### config.mk
export PLATFORM = sky130hd
export DESIGN_NAME = flash_ctl_reg
export DESIGN_NICKNAME = d
export VERILOG_FILES = /design/src/rtl/fcr_pkg.sv /design/src/rtl/fcr_perm.sv /design/src/rtl/fcr_cell.sv /design/src/rtl/fcr_readback.sv /design/src/rtl/flash_ctl_reg.sv
export SDC_FILE = /design/constraint.sdc
export NUM_CORES = 1
export LEC_CHECK = 0
export CAP_MARGIN = 15
export CORE_MARGIN = 2
export CORE_UTILIZATION = 29
export CTS_BUF_LIST = sky130_fd_sc_hd__clkbuf_2 sky130_fd_sc_hd__clkbuf_4 sky130_fd_sc_hd__clkbuf_8
export DETAILED_ROUTE_END_ITERATION = 10
export PLACE_DENSITY = 0.88
export RECOVER_POWER = 50
export SLEW_MARGIN = 5
export SYNTH_ARGS = -nofsm -noshare
export SYNTH_HDL_FRONTEND = slang
export SYNTH_HIERARCHICAL = 1
export SYNTH_SLANG_ARGS = --single-unit
### constraint.sdc
create_clock -name clk -period 4.55 [get_ports clk]
set_clock_uncertainty 0.05 [all_clocks]
set_input_delay 0.91 -clock clk [delete_from_list [all_inputs] [get_ports clk]]
set_output_delay 0.91 -clock clk [all_outputs]
set_load 0.02 [all_outputs]
### src/rtl/fcr_pkg.sv
package fcr_pkg;
  localparam int NB = 7;
  // field index order inside the register file
  localparam int F_ERASE  = 0;
  localparam int F_HALF   = 1;
  localparam int F_BANK   = 2;
  localparam int F_EOPIE  = 3;
  localparam int F_ERRIE  = 4;
  localparam int F_RELOAD = 5;
  localparam int F_NZOFF  = 6;

  function automatic int bit_pos(input int f);
    case (f)
      F_ERASE:  bit_pos = 9;
      F_HALF:   bit_pos = 10;
      F_BANK:   bit_pos = 15;
      F_EOPIE:  bit_pos = 16;
      F_ERRIE:  bit_pos = 17;
      F_RELOAD: bit_pos = 18;
      default:  bit_pos = 23;
    endcase
  endfunction

  localparam logic [31:0] USED_MASK = 32'h0087_8600;
endpackage

### src/rtl/fcr_perm.sv
module fcr_perm
  import fcr_pkg::*;
(
  input  logic          wr_hit,
  input  logic          pe_lock,
  input  logic          opt_lock,
  input  logic          busy,
  output logic [NB-1:0] we_v,
  output logic [NB-1:0] clr_v
);
  always_comb begin
    we_v  = '0;
    clr_v = '0;
    we_v[F_ERASE]  = wr_hit && !pe_lock;
    we_v[F_HALF]   = wr_hit && !pe_lock;
    we_v[F_BANK]   = wr_hit && !busy;
    we_v[F_EOPIE]  = wr_hit && !pe_lock;
    we_v[F_ERRIE]  = wr_hit && !pe_lock;
    we_v[F_RELOAD] = wr_hit && !opt_lock;
    we_v[F_NZOFF]  = wr_hit && !pe_lock;
    clr_v[F_ERASE] = pe_lock;
    clr_v[F_HALF]  = pe_lock;
  end
endmodule

### src/rtl/fcr_cell.sv
module fcr_cell #(
  parameter bit IMPL = 1'b1
) (
  input  logic clk,
  input  logic rst,
  input  logic we,
  input  logic clr,
  input  logic d,
  output logic q
);
  generate
    if (IMPL) begin : g_flop
      always_ff @(posedge clk) begin
        if (rst)      q <= 1'b0;
        else if (clr) q <= 1'b0;
        else if (we)  q <= d;
      end
    end else begin : g_absent
      wire unused_ok = &{1'b0, clk, rst, we, clr, d};
      assign q = 1'b0;
    end
  endgenerate
endmodule

### src/rtl/fcr_readback.sv
module fcr_readback
  import fcr_pkg::*;
#(
  parameter int DATA_W = 32
) (
  input  logic [NB-1:0]     q,
  input  logic              sel,
  output logic [DATA_W-1:0] rdata
);
  logic [DATA_W-1:0] word;
  always_comb begin
    word = '0;
    for (int f = 0; f < NB; f++) word[bit_pos(f)] = q[f];
  end
  assign rdata = sel ? word : '0;
endmodule

### src/rtl/flash_ctl_reg.sv
module flash_ctl_reg
  import fcr_pkg::*;
#(
  parameter int          ADDR_W        = 4,
  parameter int          DATA_W        = 32,
  parameter logic [3:0]  REG_ADDR      = 4'h0,
  parameter bit          HAS_NZ_BIT    = 1'b1,
  parameter bit          HAS_DUAL_BANK = 1'b1
) (
  input  logic              clk,
  input  logic              rst,
  input  logic [ADDR_W-1:0] bus_addr,
  input  logic              bus_we,
  input  logic              bus_re,
  input  logic [DATA_W-1:0] bus_wdata,
  output logic [DATA_W-1:0] bus_rdata,
  input  logic              pe_lock,
  input  logic              opt_lock,
  input  logic              busy,
  output logic              erase_req,
  output logic              half_page_en,
  output logic              dual_bank_en,
  output logic              err_irq_en,
  output logic              eop_irq_en,
  output logic              nz_chk_off,
  output logic              opt_reload_req,
  output logic              start_blocked
);
  localparam logic [ADDR_W-1:0] MY_ADDR = ADDR_W'(REG_ADDR);

  logic          addr_hit, wr_hit, rd_sel;
  logic [NB-1:0] we_v, clr_v, q_v;

  assign addr_hit = (bus_addr == MY_ADDR);
  assign wr_hit   = bus_we && addr_hit;
  assign rd_sel   = bus_re && addr_hit;

  fcr_perm u_perm (
    .wr_hit(wr_hit), .pe_lock(pe_lock), .opt_lock(opt_lock), .busy(busy),
    .we_v(we_v), .clr_v(clr_v)
  );

  genvar f;
  generate
    for (f = 0; f < NB; f++) begin : g_field
      localparam bit PRESENT = (f == F_NZOFF) ? HAS_NZ_BIT :
                               (f == F_BANK)  ? HAS_DUAL_BANK : 1'b1;
      fcr_cell #(.IMPL(PRESENT)) u_cell (
        .clk(clk), .rst(rst), .we(we_v[f]), .clr(clr_v[f]),
        .d(bus_wdata[bit_pos(f)]), .q(q_v[f])
      );
    end
  endgenerate

  // separate flag that the engine samples to hold off new operations
  always_ff @(posedge clk) begin
    if (rst)                 start_blocked <= 1'b0;
    else if (we_v[F_RELOAD]) start_blocked <= bus_wdata[bit_pos(F_RELOAD)];
  end

  fcr_readback #(.DATA_W(DATA_W)) u_rb (
    .q(q_v), .sel(rd_sel), .rdata(bus_rdata)
  );

  assign erase_req      = q_v[F_ERASE];
  assign half_page_en   = q_v[F_HALF];
  assign dual_bank_en   = q_v[F_BANK];
  assign eop_irq_en     = q_v[F_EOPIE];
  assign err_irq_en     = q_v[F_ERRIE];
  assign opt_reload_req = q_v[F_RELOAD];
  assign nz_chk_off     = q_v[F_NZOFF];

  wire unused_wdata = &{1'b0, bus_wdata & ~DATA_W'(USED_MASK)};
endmodule

==> results.md, run 1 <==
* Status: finished clean
* Drt total wl at 1.22 mm
* Post-placement setup slack at 0.887 ns
* Layout filler cell count at 221
* Reg2reg setup slack at 3.84 ns
* WL per Instance at 9.38 um
* Fin crit share at 82.4%
* Placed insts at 127
* Setup repair bufs after CTS at 0
* Slowest cell delay on critical path at 0.60 ns
* Final setup violation count at 0
* DIE AREA at 2750 um^2
* Nets at 147
* # port buffers at 32
* Global-route wire length before repair at 1.92 mm
* CP max stage cell: clkdlybuf4s50_1
* Unique cell type count in the Yosys netlist at 9
* Worst Hold Margin at 0.484 ns
* Cells after Synth at 75
* Antenna Cells at 0
* Unrepaired setup endpoints after global routing: no
* ANT nets after route at 0
* Largest net degree at the start of global routing at 9
* Critical Path RT at 3.59 ns
* Worst IR drop on VDD at 101 uV
* Drt pass-1 iters at 2
* Synth Cell Area at 679 um^2
* Critical Path Most Common Cell: and2_1
* Die extent in x at 52.4 um
* Clk slew on worst S/H paths at 0.06 ns
* CTS H-tree depth at 1
* Post_cts resized at 0
* Clock root buffer: clkbuf_4
* Fin util at 40.0%
* Std-Cell Rows at 17
* Maximum clock insertion buffer count at 2
* # hold bufs at CTS at 0
* DP Wirelength at 1.07 mm
* Drc violations at 0
* Vias in the first global route at 440
* Worst skew pair latency at 0.25 ns
* Critical-path cell list: dlygate4sd3_1, nor4_1, and2_1, and2_1, clkdlybuf4s50_1
* Register area share after synthesis at 23.6%
* CTS buffer count at 3
* Power, Total at 0.163 mW
* P per Cell Area at 184 nW/um^2
* Hold Path Class: reg2reg
* Die height at 52.4 um
* Layout cells sized above 1 at 9.80%
* R2R cell count at 2
* Pins Over Slew Limit at 0
* Final Hold Vio Count at 0
* Initial antenna violation count at 0
* Area Growth Syn to Fin at 30.4%
* Crit Path Max Fanout at 7
* Worst r2r dst: g_field[5].u_cell/q$_SDFFE_PP0P_
* Synth Register Bits at 8
* CTS tree: yes
* Cell Count, Final, Fillers Out at 130
* Minimum clock period at 3.75 ns
* Fmax at 0.267 GHz
* I/O pins at 83
* Dpl cell area at 870 um^2
* Reg-to-reg startpoint: g_field[5].u_cell/q$_SDFFE_PP0P_
* Crit start category: input pin
* GRT Overall Usage at 9.64%
* Hold path endpoint: start_blocked$_SDFFE_PP0P_
* Max-cap viol count at 0
* Clk sinks at 8
* Total congestion overflow at 0
* Leakage power at 0.377 nW
* Synth Area per Inst at 9.06 um^2
* Gpl congestion at 0.654
* CP endpoint kind: output pin
* Core ar. at 2210 um^2
* TNS Setup at 0 ns
* First-iteration detailed-routing DRC count at 3
* Worst Hold Depth at 2
* Critical path class: in2out
* Vias at 478
* Worst Max-Slew Pin Slew at 0.575 ns
* Slew HR at 61.6%
* Hold Path Origin: start_blocked$_SDFFE_PP0P_
* Via-to-Cell Ratio at 3.68
* Initial Util at 30.7%
* Setup slack after layout at 0.800 ns
* Warnings, synthesis at 6
* Crit path arrival time at 2.79 ns
* Final Instance Area at 886 um^2
* Crit path from: bus_addr[0]
## routing by layer
layer / vias to the layer above / global-route usage [%] / part of all wire [%] / routed length, um
met5: - / 0 / 0 / 0
met1: 206 / 8.70 / 33 / 398
met2: 39 / 18.8 / 55 / 669
li1: 233 / - / - / -
met4: 0 / 3.85 / 0 / 0
met3: 0 / 3.71 / 12 / 152
## critical path: cells and delay by family
| family | cells | cell delay, ns |
|---|---|---|
| and+or+nand+nor | 3 | 0.75 |
| buffers and inverters | 2 | 1.14 |
## synth_stat cells, drive strengths merged
cell   count  area, um^2
mux2i      8        80.1
nor2       1        3.75
nor4       1        12.5
nor3       7        70.1
nor2b      3        18.8
dfxtp      8         160
buf       36         270
conb       2        7.51
and2       9        56.3
## final cells by class
| cell class | count | area (um^2) | share of cell area (%) |
|---|---|---|---|
| Sequential cell | 8 | 160 | 18.1 |
| Timing Repair Buffer | 32 | 320 | 36.2 |
| Tap cell | 28 | 35.0 | 3.95 |
| Clock buffer | 3 | 22.5 | 2.54 |
| Multi-Input combinational cell | 59 | 348 | 39.3 |
## flip-flops by register name, summed over array words and instances (netlist names)
signal / count
g_field.u_cell/q: 7
start_blocked: 1
## logic make-up after synthesis
logic type	Yosys count	synth area share (%)
buffers and inverters	36	39.8
DFF	8	23.6
muxes	8	11.8
other	2	1.11
and+or+nand+nor	21	23.8
## layout by cell type, fill, tap and decap left out
cell	instances
nor2_1	1
clkbuf_4	3
nor2b_1	3
conb_1	30
mux2i_1	8
nor4_1	1
clkdlybuf4s50_1	23
and2_0	1
nor3_2	7
dfxtp_1	8
and2_1	8
dlygate4sd3_1	9
## report_power, final
group	switching [mW]	internal (mW)
combinational	0.0245	0.0140
clock	0.0240	0.0302
sequential	0.000150	0.0703
total	0.0486	0.114
## worst max path at each step
stage	cells past startpoint	slack (ns)	endpoint
floorplan	3	1.98	bus_rdata[10]
global placement	5	0.95	bus_rdata[15]
detailed placement	5	0.89	bus_rdata[23]
CTS	5	0.89	bus_rdata[23]
global route	5	0.60	bus_rdata[16]
finish	5	0.80	bus_rdata[23]
Note: power is estimated with default switching activity, not from simulation.
==> run 2, diff against run 1 <==
- CORE_UTILIZATION: 29 -> 24
- PLACE_DENSITY: 0.88 -> 0.78
- clock period: 4.55 -> 3.3 ns (I/O delays scaled with it)
==> run 2 against run 1 <==
  * Sequential share of layout area fell by 0.23 points
  * Register-to-register slack got worse by 1.3 ns
  * Highest routed layer unchanged
  * Worst setup slack got worse by 0.57 ns
  * Cell area rose by 1.3%
  * Hold slack got worse by 0.023 ns
  * First-iteration DRC count fell by 67%
==> results.md, run 2 (synthesized netlist as in run 1, its figures left out) <==
* Status: finished clean
* Worst IR drop on VDD at 125 uV (+24%)
* P per Cell Area at 251 nW/um^2 (+36%)
* Final setup violation count at 0 (unchanged)
* Hold path endpoint: start_blocked$_SDFFE_PP0P_
* Die height at 57.2 um (+9.2%)
* Initial Util at 24.9% (-5.9 points)
* Unrepaired setup endpoints after global routing: no
* Hold Path Origin: start_blocked$_SDFFE_PP0P_
* Std-Cell Rows at 19 (+2)
* Largest regs: g_field.u_cell/q x7, start_blocked x1
* Maximum clock insertion buffer count at 2 (unchanged)
* ANT nets after route at 0 (unchanged)
* CP max stage cell: clkdlybuf4s50_1
* Critical Path Most Common Cell: clkdlybuf4s50_1
* Clk sinks at 8 (unchanged)
* Via-to-Cell Ratio at 3.41 (-7.4%)
* Reg-to-reg startpoint: g_field[5].u_cell/q$_SDFFE_PP0P_
* DP Wirelength at 1.12 mm (+5.2%)
* Vias at 453 (-5.2%)
* I/O pins at 83 (unchanged)
* # port buffers at 32 (unchanged)
* WL per Instance at 9.76 um (+4.0%)
* CTS H-tree depth at 1 (unchanged)
* Worst skew pair latency at 0.24 ns (about the same)
* Nets at 147 (unchanged)
* CTS buffer count at 3 (unchanged)
* Drt total wl at 1.30 mm (+6.4%)
* Largest net degree at the start of global routing at 9 (unchanged)
* Largest delay share family, worst path: buffers and inverters
* Critical Path RT at 2.59 ns (-1.00 ns)
* Critical-path cell list: clkdlybuf4s50_1, nor4_2, and2_2, and2_1, clkdlybuf4s50_1
* Critical path class: in2out
* Die extent in x at 57.2 um (+9.2%)
* Layout cells sized above 1 at 11.8% (+2.0 points)
* Placed insts at 130 (+2.4%)
* Crit start category: input pin
* WP buf/inv at 2 (unchanged)
* Clk slew on worst S/H paths at 0.06 ns (about the same)
* Antenna Cells at 0 (unchanged)
* Crit path arrival time at 2.36 ns (-0.43 ns)
* Drc violations at 0 (unchanged)
* CP endpoint kind: output pin
* Final Hold Vio Count at 0 (unchanged)
* Fin crit share at 93.0%
* Minimum clock period at 3.07 ns
* Slew HR at 59.0% (-2.5 points)
* Core ar. at 2730 um^2 (+24%)
* R2R cell count at 2 (unchanged)
* Vias in the first global route at 442 (+0.45%)
* Slowest cell delay on critical path at 0.60 ns (about the same)
* Fmax at 0.326 GHz
* Worst Max-Slew Pin Slew at 0.613 ns (+0.0381 ns)
* Largest reg by FF count: g_field.u_cell/q
* Hold Path Class: reg2reg
* CTS tree: yes
* Cell Count, Final, Fillers Out at 133 (+2.3%)
* GRT Overall Usage at 8.59% (-1.0 points)
* Max-cap viol count at 0 (unchanged)
* TNS Setup at 0 ns (unchanged)
* Leakage power at 0.378 nW (+0.26%)
* Gpl congestion at 0.619 (-5.4%)
* First-iteration detailed-routing DRC count at 1 (-2)
* Crit Path Max Fanout at 7 (unchanged)
* Initial antenna violation count at 0 (unchanged)
* Max reg flops at 7 (unchanged)
* Worst r2r dst: g_field[5].u_cell/q$_SDFFE_PP0P_
* Pins Over Slew Limit at 0 (unchanged)
* Total congestion overflow at 0 (unchanged)
* Reg2reg setup slack at 2.59 ns (-1.25 ns)
* Most common cell after layout, fill and taps aside: conb_1
* Area Growth Syn to Fin at 32.0%
* Most frequent cells in the layout: 30 x conb_1, 24 x clkdlybuf4s50_1, 8 x mux2i_1, 8 x dfxtp_1, 8 x dlygate4sd3_1
* Worst Hold Depth at 2 (unchanged)
* DIE AREA at 3270 um^2 (+19%)
* Drt pass-1 iters at 2 (unchanged)
* # hold bufs at CTS at 0 (unchanged)
* Global-route wire length before repair at 2.02 mm (+5.4%)
* Clock root buffer: clkbuf_4
-- run 2: metrics by stage --
step                      total power [mW]  area, um^2  hold slack (ns)  setup slack, ns  utilization, %
after floorplan                      0.158         785            0.529             1.23               -
after global placement               0.153         873            0.425            0.129            31.9
after detailed placement             0.153         873            0.466           0.0977            31.9
after CTS                            0.233         896            0.487           0.0954            32.8
after global routing                 0.241         897            0.526           0.0585            32.8
final                                0.225         897            0.461            0.231            32.8
-- run 2: worst max-delay path by stage --
| stage | startpoint | to | slack [ns] | cells after the start |
|---|---|---|---|---|
| 6_report | bus_addr[1] | bus_rdata[18] | 0.23 | 5 |
| 5_1_grt | bus_addr[1] | bus_rdata[15] | 0.06 | 5 |
| 4_1_cts | bus_addr[1] | bus_rdata[17] | 0.1 | 5 |
| 3_5_place_dp | bus_addr[1] | bus_rdata[17] | 0.1 | 5 |
| 3_3_place_gp | bus_addr[1] | bus_rdata[18] | 0.13 | 5 |
| 2_1_floorplan | bus_addr[1] | bus_rdata[10] | 1.23 | 3 |
-- run 2: layout make-up --
cell class	count	area, um^2
fill	291	1840
multi-input combinational	59	355
timing repair buffer	32	320
sequential	8	160
tap	31	38.8
clock buffer	3	22.5
-- run 2: worst reg2reg max path, cell delays in order (launching register included) --
cell     delay (ns)
dfxtp_1        0.32
mux2i_1        0.17
nor3_2         0.05
-- run 2: power breakdown --
group	leakage (nW)	total [mW]	internal, mW	switching (mW)
combinational	0.300	0.0539	0.0197	0.0342
sequential	0.0644	0.0971	0.0970	0.000179
clock	0.0138	0.0737	0.0416	0.0322
-- run 2: what timing repair did --
action,4_1_cts,5_1_grt
hold endpoints to repair,0,0
endpoints found under the setup margin,0,7
setup buffers,0,0
gates resized for setup,0,1
-- run 2: routing by layer --
| metal | GRT usage [%] | up-vias | wire length (um) |
|---|---|---|---|
| li1 | - | 231 | - |
| met1 | 7.81 | 193 | 403 |
| met2 | 16.7 | 29 | 752 |
| met3 | 4.99 | 0 | 141 |
| met4 | 0.997 | 0 | 0 |
| met5 | 0 | - | 0 |
==> run 3, diff against run 2 <==
==> constraint.sdc (replaced) <==
create_clock -name clk -period 3.3 [get_ports clk]
set_clock_uncertainty 0.05 [all_clocks]
set_input_delay 0.33 -clock clk [delete_from_list [all_inputs] [get_ports clk]]
set_output_delay 0.33 -clock clk [all_outputs]
set_load 0.02 [all_outputs]
==> run 3 against run 2 <==
  * Clock power barely moved
  * Via count did not move
  * Cell count did not move
  * Sequential share of layout area rose by 0.15 points
  * Worst setup slack improved by 0.42 ns
  * Non-clock buffer count did not move
  * Cell area fell by 0.84%
  * Global-route usage did not move
  * First-iteration DRC count did not move
  * Critical path depth did not move
  * Die area did not move
  * Combinational power fell by 1%
  * Critical path type unchanged
==> results.md, run 3 (synthesized netlist as in run 1, its figures left out) <==
* Status: finished clean
* Unrepaired setup endpoints after global routing: no
* Max reg flops at 7 (unchanged)
* Cell Count, Final, Fillers Out at 133 (unchanged)
* Clock root buffer: clkbuf_4
* Largest net degree at the start of global routing at 9 (unchanged)
* Leakage power at 0.377 nW (-0.26%)
* Largest regs: g_field.u_cell/q x7, start_blocked x1
* Fin util at 32.5% (-0.27 points)
* Post_cts resized at 0 (unchanged)
* Minimum clock period at 2.65 ns (-0.418 ns)
* Largest reg by FF count: g_field.u_cell/q
* Power, Total at 0.224 mW (-0.37%)
* Nets at 147 (unchanged)
* Initial Util at 24.9% (unchanged)
* Crit path arrival time at 2.27 ns (-0.09 ns)
* Final Hold Vio Count at 0 (unchanged)
* Clk slew on worst S/H paths at 0.06 ns (about the same)
* Drt pass-1 iters at 2 (unchanged)
* P per Cell Area at 252 nW/um^2 (+0.47%)
* Via-to-Cell Ratio at 3.41 (unchanged)
* I/O pins at 83 (unchanged)
* Worst skew pair latency at 0.24 ns (about the same)
* Vias in the first global route at 442 (unchanged)
* CP endpoint kind: output pin
* Worst Hold Margin at 0.461 ns (unchanged)
* Placed insts at 130 (unchanged)
* Post-placement setup slack at 0.758 ns (+0.660 ns)
* Total congestion overflow at 0 (unchanged)
* Worst Max-Slew Pin Slew at 0.613 ns (unchanged)
* Final setup violation count at 0 (unchanged)
* CTS H-tree depth at 1 (unchanged)
* Fin crit share at 80.3% (-13 points)
* Die height at 57.2 um (unchanged)
* Std-Cell Rows at 19 (unchanged)
* Die extent in x at 57.2 um (unchanged)
* Most common cell after layout, fill and taps aside: conb_1
* DIE AREA at 3270 um^2 (unchanged)
* Antenna Cells at 0 (unchanged)
* Vias at 453 (unchanged)
* Layout cells sized above 1 at 9.80% (-2.0 points)
* Layout filler cell count at 293 (+0.69%)
* Hold Path Class: reg2reg
* WL per Instance at 9.80 um (+0.46%)
* Setup slack after layout at 0.649 ns (+0.418 ns)
* Crit Path Max Fanout at 7 (unchanged)
* Setup repair bufs after CTS at 0 (unchanged)
* Max-cap viol count at 0 (unchanged)
* CTS buffer count at 3 (unchanged)
* Maximum clock insertion buffer count at 2 (unchanged)
* Gpl congestion at 0.619 (unchanged)
* Area Growth Syn to Fin at 30.9%
* Dpl cell area at 873 um^2 (unchanged)
* Critical path class: in2out
* # port buffers at 32 (unchanged)
* Slew HR at 59.0% (unchanged)
* Drc violations at 0 (unchanged)
* Crit start category: input pin
* ANT nets after route at 0 (unchanged)
* Pins Over Slew Limit at 0 (unchanged)
* # hold bufs at CTS at 0 (unchanged)
* Worst IR drop on VDD at 125 uV (about the same)
* Global-route wire length before repair at 2.02 mm (unchanged)
* Initial antenna violation count at 0 (unchanged)
* Register area at 160 um^2 (unchanged)
* Multi-input gate area at 348 um^2 (-2.1%)
* Core ar. at 2730 um^2 (unchanged)
* First-iteration detailed-routing DRC count at 1 (unchanged)
* Critical Path RT at 2.92 ns (+0.33 ns)
* Final Instance Area at 890 um^2 (-0.84%)
* Clk sinks at 8 (unchanged)
* DP Wirelength at 1.12 mm (unchanged)
* Drt total wl at 1.30 mm (+0.46%)
* Fmax at 0.377 GHz (+16%)
* TNS Setup at 0 ns (unchanged)
* CTS tree: yes
* GRT Overall Usage at 8.59% (unchanged)
* Most frequent cells in the layout: 30 x conb_1, 23 x clkdlybuf4s50_1, 9 x dlygate4sd3_1
## run 3: worst max-delay path, stage by stage
cell and delay [ns]:
dlygate4sd3_1 0.53, nor4_1 0.31, and2_1 0.33, and2_1 0.17
clkdlybuf4s50_1 0.60
## run 3: cell type report
class / instances / area share (%)
clock buffers: 3 / 2.53
multi-input cells: 59 / 39.1
flip-flops and latches: 8 / 18.0
well taps: 31 / 4.36
repair buffers: 32 / 36.0
## run 3: power breakdown
group	internal, mW	total [mW]	switching (mW)	leakage (nW)
sequential	0.0970	0.0971	0.000179	0.0644
combinational	0.0192	0.0531	0.0338	0.299
clock	0.0416	0.0737	0.0322	0.0138
total	0.158	0.224	0.0662	0.377
## run 3: worst paths after layout
| path | from | to | slack, ns | depth (start not counted) |
|---|---|---|---|---|
| hold reg to reg | start_blocked$_SDFFE_PP0P_ | start_blocked$_SDFFE_PP0P_ | 0.46 | 2 |
| setup / recovery | bus_addr[1] | bus_rdata[18] | 0.65 | 5 |
| hold / removal | start_blocked$_SDFFE_PP0P_ | start_blocked$_SDFFE_PP0P_ | 0.46 | 2 |
| setup reg to reg | g_field[5].u_cell/q$_SDFFE_PP0P_ | g_field[5].u_cell/q$_SDFFE_PP0P_ | 2.59 | 2 |
## run 3: per-layer routing
layer | global-route usage [%] | share of wire (%) | vias to the layer above | wire [um]
met5 | 0 | 0 | - | 0
met2 | 16.7 | 58 | 29 | 751
met4 | 0.997 | 0 | 0 | 0
li1 | - | - | 231 | -
met1 | 7.81 | 32 | 193 | 411
met3 | 4.99 | 11 | 0 | 141
